File: config.mk
export PLATFORM = sky130hd
export DESIGN_NAME = conv_ctrl
export DESIGN_NICKNAME = d
export VERILOG_FILES = /design/src/rtl/conv_pkg.sv /design/src/rtl/conv_cfg_reg.sv /design/src/rtl/conv_rate_timer.sv /design/src/rtl/conv_seq_fsm.sv /design/src/rtl/conv_result.sv /design/src/rtl/conv_ctrl.sv
export SDC_FILE = /design/constraint.sdc
export NUM_CORES = 1
export LEC_CHECK = 0
export BUFFER_PORTS_ARGS = -buffer_cell sky130_fd_sc_hd__buf_2
export CELL_PAD_IN_SITES_DETAIL_PLACEMENT = 1
export CELL_PAD_IN_SITES_GLOBAL_PLACEMENT = 1
export CORE_MARGIN = 4
export CORE_UTILIZATION = 33
export CTS_CLUSTER_SIZE = 25
export DETAILED_ROUTE_END_ITERATION = 10
export GPL_ROUTABILITY_DRIVEN = 0
export GPL_TIMING_DRIVEN = 0
export PLACE_DENSITY = 0.85
export SETUP_SLACK_MARGIN = 0.4
export SLEW_MARGIN = 20
export SYNTH_ARGS = -nofsm -noshare
export SYNTH_HDL_FRONTEND = slang
export SYNTH_SLANG_ARGS = --single-unit
File: constraint.sdc
create_clock -name clk -period 3.3 [get_ports clk]
set_input_delay 0.66 -clock clk [delete_from_list [all_inputs] [get_ports clk]]
set_output_delay 0.66 -clock clk [all_outputs]
set_load 0.02 [all_outputs]
File: src/rtl/conv_pkg.sv
package conv_pkg;
  typedef enum logic [1:0] {
    SEQ_IDLE = 2'd0,
    SEQ_ONE  = 2'd1,
    SEQ_RUN  = 2'd2,
    SEQ_GAP  = 2'd3
  } seq_state_e;

  localparam int unsigned WORD_W    = 16;
  localparam int unsigned RATE_N    = 8;
  localparam int unsigned BIT_GO    = 15;
  localparam int unsigned BIT_MODE  = 8;
  localparam int unsigned SEL_LO    = 12;
  localparam int unsigned GAIN_LO   = 9;
  localparam int unsigned RATE_LO   = 5;
  localparam logic [14:0] KEEP_RST  = 15'h0583;
  localparam logic [2:0]  GAIN_MAX  = 3'd5;

  function automatic int unsigned rate_sps(input int unsigned code);
    case (code)
      0:       return 128;
      1:       return 250;
      2:       return 490;
      3:       return 920;
      4:       return 1600;
      5:       return 2400;
      default: return 3300;
    endcase
  endfunction
endpackage

File: src/rtl/conv_cfg_reg.sv
module conv_cfg_reg
  import conv_pkg::*;
(
  input  logic        clk,
  input  logic        rst_n,
  input  logic        wr_en,
  input  logic [15:0] wdata,
  input  logic        busy,
  output logic [15:0] rd_data,
  output logic        go_req,
  output logic        mode_one,
  output logic [2:0]  rate_code,
  output logic [2:0]  sel_code,
  output logic [2:0]  gain_code
);
  logic [14:0] keep_q;

  always_ff @(posedge clk) begin
    if (!rst_n) keep_q <= KEEP_RST;
    else if (wr_en) keep_q <= wdata[14:0];
  end

  // one-shot request: start bit with one-shot mode in the same write
  assign go_req    = wr_en & wdata[BIT_GO] & wdata[BIT_MODE];
  assign rd_data   = {~busy, keep_q};
  assign mode_one  = keep_q[BIT_MODE];
  assign rate_code = keep_q[RATE_LO +: 3];
  assign sel_code  = keep_q[SEL_LO +: 3];
  assign gain_code = keep_q[GAIN_LO +: 3];
endmodule

File: src/rtl/conv_rate_timer.sv
module conv_rate_timer
  import conv_pkg::*;
#(
  parameter int unsigned CLK_HZ = 200_000,
  localparam int unsigned CW = $clog2(CLK_HZ / 128 + 1)
) (
  input  logic       clk,
  input  logic       rst_n,
  input  logic       load,
  input  logic [2:0] code,
  output logic       expired
);
  logic [CW-1:0] tab [RATE_N];
  logic [CW-1:0] cnt_q;

  for (genvar g = 0; g < RATE_N; g++) begin : g_tab
    assign tab[g] = CW'(CLK_HZ / rate_sps(g));
  end

  always_ff @(posedge clk) begin
    if (!rst_n) cnt_q <= '0;
    else if (load) cnt_q <= tab[code] - CW'(1);
    else if (cnt_q != '0) cnt_q <= cnt_q - CW'(1);
  end

  assign expired = (cnt_q == '0);
endmodule

File: src/rtl/conv_seq_fsm.sv
module conv_seq_fsm
  import conv_pkg::*;
(
  input  logic clk,
  input  logic rst_n,
  input  logic go_req,
  input  logic mode_one,
  input  logic tmr_expired,
  input  logic eng_done,
  output logic fire,
  output logic start_q,
  output logic busy
);
  seq_state_e st_q, st_d;

  always_comb begin
    st_d = st_q;
    fire = 1'b0;
    unique case (st_q)
      SEQ_IDLE: begin
        if (go_req) begin
          st_d = SEQ_ONE; fire = 1'b1;
        end else if (!mode_one) begin
          st_d = SEQ_RUN; fire = 1'b1;
        end
      end
      SEQ_ONE: if (eng_done) st_d = SEQ_IDLE;
      SEQ_RUN: begin
        if (eng_done) begin
          if (mode_one) st_d = SEQ_IDLE;
          else if (tmr_expired) fire = 1'b1;
          else st_d = SEQ_GAP;
        end
      end
      SEQ_GAP: begin
        if (mode_one) st_d = SEQ_IDLE;
        else if (tmr_expired) begin
          st_d = SEQ_RUN; fire = 1'b1;
        end
      end
      default: st_d = SEQ_IDLE;
    endcase
  end

  always_ff @(posedge clk) begin
    if (!rst_n) begin
      st_q    <= SEQ_IDLE;
      start_q <= 1'b0;
    end else begin
      st_q    <= st_d;
      start_q <= fire;
    end
  end

  assign busy = (st_q == SEQ_ONE) | (st_q == SEQ_RUN);
endmodule

File: src/rtl/conv_result.sv
module conv_result #(
  parameter int unsigned DW = 16
) (
  input  logic          clk,
  input  logic          rst_n,
  input  logic          take,
  input  logic [DW-1:0] din,
  output logic          valid,
  output logic [DW-1:0] dout
);
  always_ff @(posedge clk) begin
    if (!rst_n) begin
      valid <= 1'b0;
      dout  <= '0;
    end else begin
      valid <= take;
      if (take) dout <= din;
    end
  end
endmodule

File: src/rtl/conv_ctrl.sv
module conv_ctrl
  import conv_pkg::*;
#(
  parameter int unsigned CLK_HZ = 200_000
) (
  input  logic        clk,
  input  logic        rst_n,
  input  logic        cfg_wr_en,
  input  logic [15:0] cfg_wdata,
  output logic [15:0] cfg_rd_data,
  output logic        eng_start,
  output logic [2:0]  eng_sel,
  output logic [2:0]  eng_gain,
  input  logic        eng_done,
  input  logic [15:0] eng_data,
  output logic        res_valid,
  output logic [15:0] res_data
);
  logic       busy, go_req, mode_one, fire, tmr_expired;
  logic [2:0] rate_code, gain_raw;

  conv_cfg_reg u_cfg (
    .clk(clk), .rst_n(rst_n), .wr_en(cfg_wr_en), .wdata(cfg_wdata),
    .busy(busy), .rd_data(cfg_rd_data), .go_req(go_req),
    .mode_one(mode_one), .rate_code(rate_code), .sel_code(eng_sel),
    .gain_code(gain_raw)
  );

  conv_rate_timer #(.CLK_HZ(CLK_HZ)) u_tmr (
    .clk(clk), .rst_n(rst_n), .load(fire), .code(rate_code),
    .expired(tmr_expired)
  );

  conv_seq_fsm u_fsm (
    .clk(clk), .rst_n(rst_n), .go_req(go_req), .mode_one(mode_one),
    .tmr_expired(tmr_expired), .eng_done(eng_done), .fire(fire),
    .start_q(eng_start), .busy(busy)
  );

  conv_result #(.DW(WORD_W)) u_res (
    .clk(clk), .rst_n(rst_n), .take(eng_done & busy), .din(eng_data),
    .valid(res_valid), .dout(res_data)
  );

  assign eng_gain = (gain_raw > GAIN_MAX) ? GAIN_MAX : gain_raw;
endmodule

==> qor.yml <==
yosys:
  synth_common_cells: "47 x nand2_1, 46 x dfxtp_1, 18 x mux2i_1"
  syn_nets: 292
  syn_area_mm2: 0.00221
  ys_warn_count: 0
  synth_top_cell_by_area: "dfxtp_1"
  syn_avg_cell_area_um2: 8.98
  synth-seq-cells: 46
  yosys-top-cells-area: "dfxtp_1 42%, mux2i_1 8.2%, nand2_1 8.0%, ha_1 5.7%, a21boi_0 5.4%"
  synth_async_sr_flop_share_pct: 0
  synthDistinctLibCells: 44
  ys_seq_area_share_pct: 41.7
  yosysTopAreaCellShare_pct: 41.7
  yosys.cell_count.top_type: "nand2_1"
  synth_edf_count: 0
  syn_inst: 246
  synth_flop_cell: "dfxtp_1"
critical_path:
  crit_path_max_fanout: 4
  worstReg2RegStart: "u_tmr.cnt_q[7]"
  critPathCaptureType: "flop"
  max_stage_delay_ps: 540
  cp.buffers_inverters: 2
  r2r_end: "u_tmr.cnt_q[8]"
  cp_cell_sequence: "or4_4, nor4b_4, a22oi_2, buf_6, clkbuf_16, a21oi_4, ha_2, or4b_4, nor4_4, xor2_1, nand2_1, a21oi_1"
  cp.arrival_ps: 3340
  crit_family: "simple AND/OR/NAND/NOR gates"
  worstSetupStartpointType: "flop"
  crit_slowest_cell: "or4_4"
  rrSetupSlack_ps: 180
  criticalPathCategory: "reg -> reg"
  crit_cells: 12
  worstRegToRegCells: 12
  cp.required_ps: 3520
route:
  wl_per_cell_um: 14.8
  drc: 0
  drt_iter0_markers: 26
  first_pass_iters: 3
  vias: 2023
  viasPerCell: 4.85
  postRouteAntennaNets: 0
  routed_wl_mm: 6.16
sta:
  rsz0062_at_grt: "true"
  hold_viol_final: 0
  fin_tns_setup_ps: 0
  slew_headroom_pct: 55.8
  setup_violations: 0
  period_share_pct: 94.4
  fin_skew_ps: 5.02
  fmaxAchievable_ghz: 0.321
  slew_viol_final: 0
  fin_ws_ps: 185
  worst_pin_slew_ps: 662
  min_period_ps: 3120
worst_hold_path:
  hp-class: "reg -> reg"
  min_to: "u_res.dout[11]"
  min-delay-start: "u_res.dout[11]"
  min_path_cells: 2
floorplan:
  die_y_um: 89.8
  dieArea_mm2: 0.00806
  ios: 76
  die_w_um: 89.8
  rows: 29
  core_mm2: 0.00642
  start_util_pct: 34.4
power_and_ir_drop:
  fin_total_pwr_w: 0.00232
  powerDensity_mw_per_mm2: 792
  ir_drop_uv: 222
  p_leak_nw: 1.37
global_route:
  grt_usage_pct: 15.3
  antenna_found_initial: 0
  gr-total-overflow: 0
  grt_pass1_vias: 2181
  grt_pass1_wl_mm: 10.3
  grt_max_degree: 14
finish:
  drive_gt1_share_pct: 35.0
  multiInputGateArea_mm2: 0.00122
  fillCellCount: 790
  nets: 385
  diodes: 0
  stdcell_area_mm2: 0.00293
  final_util_pct: 45.6
  regArea_um2: 930
  area_delta_synth_final_pct: 32.7
place:
  place_hpwl_mm: 4.64
  pre_cts_ws_ps: 30.9
  io_buffers: 73
  dpl_cell_area_mm2: 0.00272
clock_network:
  clock_tree.buffer_depth: 2
  cts-htree-levels: 2
  cts_root_buf: "clkbuf_8"
  clk_latency_ps: 300
  numCtsBuffers: 5
  clk_pin_slew_worst_paths_ps: 80
  tritoncts: "done"
  clock-sinks: 46
job:
  max_cap_viol_count: 0
run_status:
  status: "complete, no violations"
-- worst max path at each step --
stage                              start        endpoint  slack (ps)
after floorplan           u_tmr.cnt_q[7]  u_tmr.cnt_q[8]         340
after global placement    u_tmr.cnt_q[7]  u_tmr.cnt_q[8]         100
after detailed placement  u_tmr.cnt_q[7]  u_tmr.cnt_q[8]          30
after CTS                 u_tmr.cnt_q[1]  u_tmr.cnt_q[8]         210
after global routing      u_tmr.cnt_q[7]  u_tmr.cnt_q[8]          30
final                     u_tmr.cnt_q[7]  u_tmr.cnt_q[8]         180
-- per-layer routing --
layer	track usage, %	wire length, um	vias to the layer above	part of all wire, %
met1	15.7	2400	976	39
met4	4.47	57	0	0.93
met2	30.3	3480	29	57
met5	0	0	-	0
li1	-	-	1012	-
met3	3.92	214	6	3.5
-- flip-flops by register name (all words and copies together), names as in the netlist --
signal and count:
u_res.dout 16, u_tmr.cnt_q 11, u_fsm.start_q 1, u_res.valid 1, u_cfg.keep_q 15, u_fsm.st_q 2
-- repair_timing --
action	CTS	global route
hold buffers	0	0
gates resized for setup	4	3
pin swaps	7	2
setup buffers	9	4
endpoints found under the setup margin	4	4
-- placed cells by master, fill, tap and decap left out, types with 3 or more instances in the layout --
master     n
buf_2     74
nand2_1   47
dfxtp_1   41
mux2i_1   18
buf_4     17
a21boi_0  16
nor2b_1   13
nor2_1    12
clkbuf_1  10
ha_1       9
inv_1      7
a21oi_1    6
clkbuf_8   6
xnor2_1    5
o21ai_0    4
dfxtp_2    4
nor3_1     3
a211oi_1   3
nand3_1    3
xor2_1     3
-- cell type report --
type                            count  share of cell area [%]
Buffer                             17                    3.71
Clock buffer                        7                    2.94
Clock inverter                      1                   0.171
Inverter                            7                   0.896
Multi-Input combinational cell    176                    41.5
Sequential cell                    46                    31.7
Tap cell                           77                    3.29
Timing Repair Buffer               86                    15.8
-- power by group --
group	switching (W)	total (W)	internal, W
Clock	0.000191	0.000360	0.000169
Sequential	0.000109	0.000801	0.000692
Combinational	0.000618	0.00116	0.000542
Total	0.000918	0.00232	0.00140
-- logic make-up (layout without fill, tap and decap cells) --
family / count (synthesis) / after routing / share of synthesized area (%)
AO/OA/AOI/OAI: 44 / 44 / 14.3
XOR/XNOR: 8 / 8 / 3.17
adder cells (fa/ha/maj): 10 / 10 / 5.67
buffers and inverters: 24 / 118 / 5.61
flip-flops: 46 / 46 / 41.7
multiplexers: 18 / 18 / 8.16
AND/OR/NAND/NOR: 96 / 96 / 21.4
-- worst min-delay path, delay by kind of cell (launching register included) --
kind | cells | cell delay (ps)
AO/OA/AOI/OAI | 1 | 60
AND/OR/NAND/NOR | 1 | 50
flip-flops | 1 | 310
-- metrics by stage --
stage | hold slack (ps) | std cells
final | 464 | 417
after global routing | 491 | 417
after CTS | 470 | 413
after detailed placement | 457 | 396
after global placement | 447 | 396
after floorplan | 485 | 246
Note: power is estimated with default switching activity, not from simulation.
